## src/rtl/mdio_pkg.sv

```systemverilog
package mdio_pkg;
  localparam int ADDR_W = 5;
  localparam int DATA_W = 16;
  localparam logic [1:0] OPC_READ  = 2'b10;
  localparam logic [1:0] OPC_WRITE = 2'b01;
  localparam logic [1:0] START_SEQ = 2'b01;

  typedef enum logic {
    PH_LOW  = 1'b0,
    PH_HIGH = 1'b1
  } phase_e;
endpackage

```

## src/rtl/mdio_half_timer.sv

```systemverilog
module mdio_half_timer #(
  parameter int HALF = 4
) (
  input  logic clk,
  input  logic rst_n,
  input  logic clear,
  input  logic run,
  output logic tick
);
  localparam int CW = (HALF > 1) ? $clog2(HALF) : 1;

  logic [CW-1:0] cnt_q, cnt_d;

  always_comb begin
    tick  = run && (cnt_q == CW'(HALF - 1));
    cnt_d = cnt_q;
    if (clear) begin
      cnt_d = '0;
    end else if (run) begin
      cnt_d = tick ? '0 : cnt_q + CW'(1);
    end
  end

  always_ff @(posedge clk or negedge rst_n) begin
    if (!rst_n) cnt_q <= '0;
    else        cnt_q <= cnt_d;
  end
endmodule

```

## src/rtl/mdio_rx_shift.sv

```systemverilog
module mdio_rx_shift #(
  parameter int W = 16
) (
  input  logic         clk,
  input  logic         rst_n,
  input  logic         en,
  input  logic         din,
  output logic [W-1:0] q
);
  logic [W-1:0] q_d;

  always_comb q_d = en ? {q[W-2:0], din} : q;

  always_ff @(posedge clk or negedge rst_n) begin
    if (!rst_n) q <= '0;
    else        q <= q_d;
  end
endmodule

```

## src/rtl/mdio_master.sv

```systemverilog
module mdio_master
  import mdio_pkg::*;
#(
  parameter int HALF_PERIOD  = 4,
  parameter int PREAMBLE_LEN = 32,
  parameter int RECOVER_LEN  = 32
) (
  input  logic              clk,
  input  logic              rst_n,
  input  logic              req_valid,
  input  logic              req_read,
  input  logic [ADDR_W-1:0] req_phy,
  input  logic [ADDR_W-1:0] req_reg,
  input  logic [DATA_W-1:0] req_wdata,
  output logic              busy,
  output logic              done,
  output logic [DATA_W-1:0] rd_data,
  output logic              err,
  output logic              mdc,
  output logic              mdio_o,
  output logic              mdio_oe,
  input  logic              mdio_i
);
  // slot map derived from the frame lengths
  localparam int HDR_W     = PREAMBLE_LEN + 4 + 2 * ADDR_W;
  localparam int WD_FIRST  = HDR_W + 2;
  localparam int RD_FIRST  = HDR_W + 1;
  localparam int RD_LAST   = HDR_W + DATA_W;
  localparam int LAST      = HDR_W + DATA_W + 2;
  localparam int MISS_LAST = HDR_W + RECOVER_LEN;
  localparam int MAX_SLOT  = (MISS_LAST > LAST) ? MISS_LAST : LAST;
  localparam int SW        = $clog2(MAX_SLOT + 1);

  localparam logic [SW-1:0] S_HDR       = SW'(HDR_W);
  localparam logic [SW-1:0] S_WD_FIRST  = SW'(WD_FIRST);
  localparam logic [SW-1:0] S_RD_FIRST  = SW'(RD_FIRST);
  localparam logic [SW-1:0] S_RD_LAST   = SW'(RD_LAST);
  localparam logic [SW-1:0] S_LAST      = SW'(LAST);
  localparam logic [SW-1:0] S_MISS_LAST = SW'(MISS_LAST);

  logic              busy_q, busy_d;
  logic              rd_q, rd_d;
  logic              miss_q, miss_d;
  phase_e            phase_q, phase_d;
  logic [SW-1:0]     slot_q, slot_d, nslot;
  logic [HDR_W-1:0]  hdr_q, hdr_d, hdr_sh;
  logic [DATA_W-1:0] wd_q, wd_d, wd_sh;
  logic [DATA_W-1:0] rdat_q, rdat_d, rx_q;
  logic              mdc_q, mdc_d, out_q, out_d, oe_q, oe_d;
  logic              done_q, done_d, err_q, err_d;
  logic              accept, tick, slot_end, at_last, ta_bad, rx_en;

  assign accept   = req_valid && !busy_q;
  assign slot_end = busy_q && tick && (phase_q == PH_HIGH);
  assign at_last  = miss_q ? (slot_q == S_MISS_LAST) : (slot_q == S_LAST);
  assign ta_bad   = slot_end && rd_q && (slot_q == S_HDR) && mdio_i;
  assign rx_en    = slot_end && rd_q && !miss_q &&
                    (slot_q >= S_RD_FIRST) && (slot_q <= S_RD_LAST);
  assign nslot    = slot_q + SW'(1);

  mdio_half_timer #(.HALF(HALF_PERIOD)) u_timer (
    .clk   (clk),
    .rst_n (rst_n),
    .clear (accept),
    .run   (busy_q),
    .tick  (tick)
  );

  mdio_rx_shift #(.W(DATA_W)) u_rx (
    .clk   (clk),
    .rst_n (rst_n),
    .en    (rx_en),
    .din   (mdio_i),
    .q     (rx_q)
  );

  always_comb begin
    busy_d  = busy_q;
    rd_d    = rd_q;
    miss_d  = miss_q;
    phase_d = phase_q;
    slot_d  = slot_q;
    hdr_d   = hdr_q;
    wd_d    = wd_q;
    rdat_d  = rdat_q;
    mdc_d   = mdc_q;
    out_d   = out_q;
    oe_d    = oe_q;
    err_d   = err_q;
    done_d  = 1'b0;
    hdr_sh  = {hdr_q[HDR_W-2:0], 1'b0};
    wd_sh   = (slot_q >= S_WD_FIRST) ? {wd_q[DATA_W-2:0], 1'b0} : wd_q;

    if (accept) begin
      busy_d  = 1'b1;
      rd_d    = req_read;
      miss_d  = 1'b0;
      err_d   = 1'b0;
      phase_d = PH_LOW;
      slot_d  = '0;
      hdr_d   = {{PREAMBLE_LEN{1'b1}}, START_SEQ,
                 req_read ? OPC_READ : OPC_WRITE, req_phy, req_reg};
      wd_d    = req_wdata;
      mdc_d   = 1'b0;
      oe_d    = 1'b1;
      out_d   = 1'b1;
    end else if (busy_q && tick) begin
      if (phase_q == PH_LOW) begin
        mdc_d   = 1'b1;
        phase_d = PH_HIGH;
      end else if (at_last) begin
        busy_d = 1'b0;
        oe_d   = 1'b0;
        done_d = 1'b1;
        err_d  = miss_q;
        if (rd_q && !miss_q) rdat_d = rx_q;
      end else begin
        slot_d  = nslot;
        phase_d = PH_LOW;
        mdc_d   = 1'b0;
        hdr_d   = hdr_sh;
        wd_d    = wd_sh;
        if (ta_bad) miss_d = 1'b1;
        if (nslot < S_HDR) begin
          oe_d  = 1'b1;
          out_d = hdr_sh[HDR_W-1];
        end else if (!rd_q && (nslot < S_WD_FIRST)) begin
          oe_d  = 1'b1;
          out_d = (nslot == S_HDR);
        end else if (!rd_q && (nslot < S_LAST)) begin
          oe_d  = 1'b1;
          out_d = wd_sh[DATA_W-1];
        end else begin
          oe_d  = 1'b0;
          out_d = 1'b1;
        end
      end
    end
  end

  always_ff @(posedge clk or negedge rst_n) begin
    if (!rst_n) begin
      busy_q  <= 1'b0;
      rd_q    <= 1'b0;
      miss_q  <= 1'b0;
      phase_q <= PH_HIGH;
      slot_q  <= '0;
      hdr_q   <= '0;
      wd_q    <= '0;
      rdat_q  <= '0;
      mdc_q   <= 1'b1;
      out_q   <= 1'b1;
      oe_q    <= 1'b0;
      done_q  <= 1'b0;
      err_q   <= 1'b0;
    end else begin
      busy_q  <= busy_d;
      rd_q    <= rd_d;
      miss_q  <= miss_d;
      phase_q <= phase_d;
      slot_q  <= slot_d;
      hdr_q   <= hdr_d;
      wd_q    <= wd_d;
      rdat_q  <= rdat_d;
      mdc_q   <= mdc_d;
      out_q   <= out_d;
      oe_q    <= oe_d;
      done_q  <= done_d;
      err_q   <= err_d;
    end
  end

  assign busy    = busy_q;
  assign done    = done_q;
  assign rd_data = rdat_q;
  assign err     = err_q;
  assign mdc     = mdc_q;
  assign mdio_o  = out_q;
  assign mdio_oe = oe_q;
endmodule

```

## config.mk

```make
export PLATFORM = sky130hd
export DESIGN_NAME = mdio_master
export DESIGN_NICKNAME = d
export VERILOG_FILES = /design/src/rtl/mdio_pkg.sv /design/src/rtl/mdio_half_timer.sv /design/src/rtl/mdio_rx_shift.sv /design/src/rtl/mdio_master.sv
export SDC_FILE = /design/constraint.sdc
export NUM_CORES = 1
export LEC_CHECK = 0
export BUFFER_PORTS_ARGS = -buffer_cell sky130_fd_sc_hd__buf_2
export CAP_MARGIN = 20
export CORE_MARGIN = 8
export CORE_UTILIZATION = 30
export CTS_CLUSTER_SIZE = 30
export DETAILED_ROUTE_END_ITERATION = 10
export SKIP_CTS_REPAIR_TIMING = 1
export SLEW_MARGIN = 20
export SYNTH_ARGS = -nofsm -noshare
export SYNTH_HDL_FRONTEND = slang
export SYNTH_SLANG_ARGS = --single-unit
```

## constraint.sdc

```tcl
create_clock -name clk -period 2.7 [get_ports clk]
set_clock_uncertainty 0.1 [all_clocks]
set_input_delay 0.54 -clock clk [delete_from_list [all_inputs] [get_ports clk]]
set_output_delay 0.54 -clock clk [all_outputs]
set_load 0.1 [all_outputs]
```

# ---- After elaboration in Yosys (flattened, before gate mapping)
# Cells that the tools add are included.
# W data, S select, Z words.
dict set report word_totals {
  ff_bits 111
  latch_bits 0
  ramBits 0
  romBits 0
  input_bits 31
  output_inout_bits 22
  word_cells 117
  n_memories 0
}
dict set report op_classes {
  addsub 2
  mul 0
  n_div 0
  order_cmp 6
  eq_ne 7
  n_shift 0
  n_mux 56
  bitwise 1
  reduce_logical 29
}
# operator n
set op_table {}
lappend op_table {{$mux W45} 4}
lappend op_table {{$mux W16} 5}
lappend op_table {{$mux W1} 39}
lappend op_table {{$mux W7} 4}
lappend op_table {{$eq A7 B6 Y1 const B} 2}
lappend op_table {{$eq A7 B7 Y1 const B} 2}
lappend op_table {{$ge A7 B6 Y1 const B} 2}
lappend op_table {{$lt A7 B6 Y1 const B} 2}
lappend op_table {{$logic_and A1 B1 Y1} 13}
lappend op_table {{$reduce_bool A2 Y1} 6}
lappend op_table {{$mux W2} 4}
lappend op_table {{$reduce_and A4 Y1} 2}
lappend op_table {{$add A7 B1 Y7 const B} 1}
lappend op_table {{$le A7 B6 Y1 const B} 1}
lappend op_table {{$lt A7 B7 Y1 const B} 1}
lappend op_table {{$reduce_and A3 Y1} 2}
lappend op_table {{$reduce_and A5 Y1} 1}
lappend op_table {{$reduce_and A2 Y1} 2}
lappend op_table {{$logic_not A1 Y1} 3}
lappend op_table {{$ne A3 B3 Y1 const B} 1}
lappend op_table {{$add A2 B1 Y2 const B} 1}
lappend op_table {{$eq A2 B2 Y1 const B} 1}
lappend op_table {{$ne A2 B2 Y1 const B} 1}
lappend op_table {{$not A1 Y1} 1}

# ---- Logic depth before layout (Yosys ltp)
dict set report depth {
  depth_word 12
  ltp_mapped 8
  ltp_nobuf 7
}

# ---- By module
# A second synthesis with hierarchy kept.
dict set report unflattened {
  cells_unflattened 472
  hier_area_um2 4989.8
}
# mod instances cells_each area_per_inst_um2 seq_area_each_um2
set by_module_without_submodules {}
lappend by_module_without_submodules {mdio_master 1 429 4234.1 2331.0}
lappend by_module_without_submodules {mdio_rx_shift 1 34 649.4 400.4}
lappend by_module_without_submodules {mdio_half_timer 1 9 106.4 50.0}

# ---- Least setup slack after synthesis
# Ideal clock, no wire load.
dict set report synth_timing {
  path_kind {register to register}
  startpoint {register busy_q (netlist: busy)}
  endpoint {register u_rx.q[10]}
  setup_time_ns 0.125
  arrival_time_ns 2.485
  required_time_ns 2.475
  path_slack_ns -0.011
  path_stages_with_launch 8
  path_buffers 3
  period_less_slack_ns 2.711
  cell_sequence {dfrtp_1 and3_1 buf_4 nand3_1 or4_1 buf_2 buf_6 mux2_4}
}
dict set report synth_between {
  elab_chain_len 7
}
# item line_no
set synth_rtl {}
lappend synth_rtl {{start: declaration} mdio_master.sv:41} ;# logic busy_q, busy_d;
lappend synth_rtl {{start signal: assignment} mdio_master.sv:157} ;# busy_q <= busy_d;
lappend synth_rtl {{$logic_and A1 B1 Y1} mdio_half_timer.sv:15} ;# tick = run && (cnt_q == CW'(HALF - 1));
lappend synth_rtl {{$logic_and A1 B1 Y1 * (2 in a row)} mdio_master.sv:54} ;# assign slot_end = busy_q && tick && (phase_q == PH_HIGH);
lappend synth_rtl {{$logic_and A1 B1 Y1 * (3 in a row)} mdio_master.sv:57} ;# assign rx_en = slot_end && rd_q && !miss_q &&
lappend synth_rtl {{$logic_and A1 B1 Y1 *} mdio_master.sv:58} ;# (slot_q >= S_RD_FIRST) && (slot_q <= S_RD_LAST);
lappend synth_rtl {{end signal: assignment} mdio_rx_shift.sv:16} ;# else q <= q_d;
lappend synth_rtl {{end: declaration} mdio_rx_shift.sv:8} ;# output logic [W-1:0] q
# Every way passes the cells marked *; elsewhere a longest branch is shown, timed or not.
# A chain may end at the register's enable or synchronous reset.

# ---- Worst setup path in the final report
dict set report layout_timing {
  startpoint {register slot_q[4]}
  endpoint {register rdat_q[3] (netlist: rd_data[3])}
}
dict set report layout_between {
  elab_chain_len 3
  elab_cells_between_ends 4
  cone_classes {eq/ne: 2; mux: 1; reduce/logical: 1}
}
# item line_no
set layout_rtl {}
lappend layout_rtl {{start: declaration} mdio_master.sv:45} ;# logic [SW-1:0] slot_q, slot_d, nslot;
lappend layout_rtl {{start signal: assignment} mdio_master.sv:161} ;# slot_q <= slot_d;
lappend layout_rtl {{$eq A7 B7 Y1} mdio_master.sv:55} ;# assign at_last = miss_q ? (slot_q == S_MISS_LAST) : (slot_q == S_LAST);
lappend layout_rtl {{$mux W1 *} mdio_master.sv:55}
lappend layout_rtl {{$reduce_and A5 Y1 (no source line) *} --}
lappend layout_rtl {{end signal: assignment} mdio_master.sv:164} ;# rdat_q <= rdat_d;
lappend layout_rtl {{end: declaration} mdio_master.sv:48} ;# logic [DATA_W-1:0] rdat_q, rdat_d, rx_q;
# Marked as above.

==> run_results.csv <==
group,metric,value,unit
final_layout,fillerInstances,1577,
pwr,p_total,5.67,mW
critical_path,r2r_cells,6,
sta,slew_headroom,37.9,%
sta,tns,0,ns
grt,busiest_layer,"met2",
critical_path,worstPathRequired,2.84,ns
sta,period_needed,2.46,ns
synthesis,synth.area.top_cells,"dfrtp_1 (56%), nand2_1 (11%), o21ai_0 (4.8%)",
routing,drtAntennaViolNets,0,
place,place_area,0.00534,mm2
die,die_h,143,um
grt,use_met3,2.54,%
synthesis,synth_top_area_cell,"dfrtp_1",
clock_tree,cts_root_buf,"clkbuf_16",
final_layout,register_area,0.00278,mm2
grt,use_met2,15.4,%
critical_path,startpoint,"slot_q[4]",
die,rows,46,
flow_run,drv_cap,0,
critical_path,critPathLaunchType,"register",
pwr,power_leakage,2.72,nW
synthesis,async_reset_ff_share,100,%
die,die_area,0.0205,mm2
final_layout,final_layout_size_suffix_gt1_share,20.9,%
routing,post-route-drc-count,0,
die,core-area,0.0158,mm2
die,io_pins,53,
clock_tree,ctsLongestPathBuffers,2,
place,port-buffer-count,52,
place,dp.cells,731,
synthesis,ys_seq_elements,111,
final_layout,fin_cells,748,
critical_path,r2r_end,"rd_data[3]",
pwr,max-vdd-ir-drop,0.460,mV
final_layout,multiInputGateArea,0.00191,mm2
place,hpwlAfterDp,6520,um
sta,max_clock_freq,406,MHz
sta,rsz0062_at_grt,"no",
critical_path,r2r-start,"slot_q[4]",
sta,worstMarginPinSlew,0.927,ns
critical_path,endpoint_kind,"register",
grt,grt_usage,10.2,%
synthesis,synth-edff-count,0,
synthesis,synth_seq_area_share,57.4,%
grt,met1_usage,13.6,%
clock_tree,cts.sinks,111,
grt,grt_first_pass_wirelength,16900,um
clock_tree,cts_made_buffers,9,
sta,finalCritPeriodShare,91.3,%
grt,antenna_found_initial,0,
critical_path,r2r_slack,0.24,ns
final_layout,syn_to_final_growth,16.7,%
die,initial_utilization,30.6,%
sta,finalHoldViolCount,0,
sta,finalSetupViolations,0,
synthesis,synth.cell_area,0.00485,mm2
final_layout,fin_nets,562,
clock_tree,insertion_delay,0.35,ns
grt,grt-ovfl-total,0,
routing,vias,3521,
synthesis,ys_warn_count,0,
routing,avgViaCountPerCell,4.71,
run_status,status,"finished clean",
synthesis,syn-num-nets,521,
critical_path,crit_path_max_fanout,16,
clock_tree,cts_tree,"built",
routing,first_iter_violations,297,
synthesis,synth.top_cell.area_share,55.8,%
place,gp_congestion,0.873,
routing,first_pass_iters,4,
hold_path,hp-class,"in2async",
synthesis,synth_cell_types,46,
pwr,powerDensity,1000,mW/mm2
synthesis,synth.most_common_cell,"nand2_1",
synthesis,syn_area_per_cell,9.97,um2
critical_path,path_class,"reg2reg",
final_layout,antennaDiodeCount,0,
final_layout,final_area,0.00565,mm2
synthesis,synthTopCellsByCount,"nand2_1 (136), dfrtp_1 (108), o21ai_0 (46)",
clock_tree,h-tree-depth,3,
clock_tree,clk_pin_slew,0.07,ns
grt,grt_max_degree,78,
routing,wl_per_cell,13.2,um
synthesis,postSynthCellCount,486,
synthesis,synth_ff_type,"dfrtp_1",
die,die_w,143,um
sta,finalMaxSlewViolations,0,
routing,wirelength,9880,um
critical_path,cp_data_arrival_time,2.60,ns
grt,first_global_vias,3471,
-- sequential cells by signal, indices dropped and copies added, names as in the netlist --
name	flops
busy	1
u_timer.cnt_q	2
hdr_q	45
miss_q	1
slot_q	7
done	1
err	1
mdc	1
mdio_o	1
rd_data	16
wd_q	16
rd_q	1
u_rx.q	16
mdio_oe	1
phase_q	1
-- metal layers --
| metal | routed length [um] | share of wire (%) | vias to the layer above |
|---|---|---|---|
| met5 | 0 | 0 | - |
| met4 | 107 | 1.1 | 0 |
| met3 | 447 | 4.5 | 9 |
| met2 | 4480 | 45 | 77 |
| met1 | 4850 | 49 | 1709 |
| li1 | - | - | 1726 |
-- cell families after synthesis --
family	count (synthesis)	share of synthesized area (%)
AOI/OAI and AO/OA	91	11.0
xor gates and xnor gates	4	0.723
adders and majority gates	4	1.03
buffers and inverters	38	3.43
DFF	111	57.4
muxes	35	8.83
and+or+nand+nor	203	17.6
-- how the worst max path moves through the flow --
stage / to / slack [ns] / cells past startpoint
2_1_floorplan: u_rx.q[10] / 0.28 / 7
3_3_place_gp: slot_q[4] / 0.19 / 5
3_5_place_dp: slot_q[4] / 0.14 / 5
4_1_cts: slot_q[4] / 0.14 / 5
5_1_grt: rd_data[15] / 0.03 / 6
6_report: rd_data[3] / 0.24 / 6
-- layout by cell type, fill, tap and decap left out, types with 3 or more instances in the layout --
cell,instances
a21oi_1,6
a31oi_1,25
buf_2,51
buf_4,8
clkbuf_16,9
dfrtp_1,107
dfstp_2,3
ha_1,4
inv_1,6
mux2_1,10
mux2_2,12
mux2_4,10
mux2i_1,3
nand2_1,136
nand3_1,10
nor2_1,34
nor3_1,4
o21ai_0,46
xor2_1,3
-- through the flow --
step,utilization [%],setup WS [ns],hold WS (ns)
2_1_floorplan,-,0.279,0.144
3_3_place_gp,33.7,0.187,0.345
3_5_place_dp,33.7,0.142,0.350
4_1_cts,35.5,0.140,0.125
5_1_grt,35.7,0.0338,0.129
6_report,35.7,0.236,0.0928
-- area by class of cell --
type / instances / share of cell area, %
Multi-Input combinational cell: 337 / 33.8
Sequential cell: 111 / 49.2
Clock inverter: 7 / 1.04
Timing Repair Buffer: 62 / 6.77
Tap cell: 216 / 4.78
Inverter: 6 / 0.398
Clock buffer: 9 / 3.98
-- worst max-delay path, cell delays in order (launching register included) --
cell,delay (ns)
dfrtp_1,0.52
nor4b_1,0.45
o21a_2,0.33
nand2_2,0.13
nor3b_4,0.19
buf_4,0.26
mux2_2,0.36
-- power by group --
group          internal (mW)  switching (mW)
registers               2.26           0.395
clock network          0.638           0.631
logic                  0.635            1.11
Note: power is estimated with default switching activity, not from simulation.
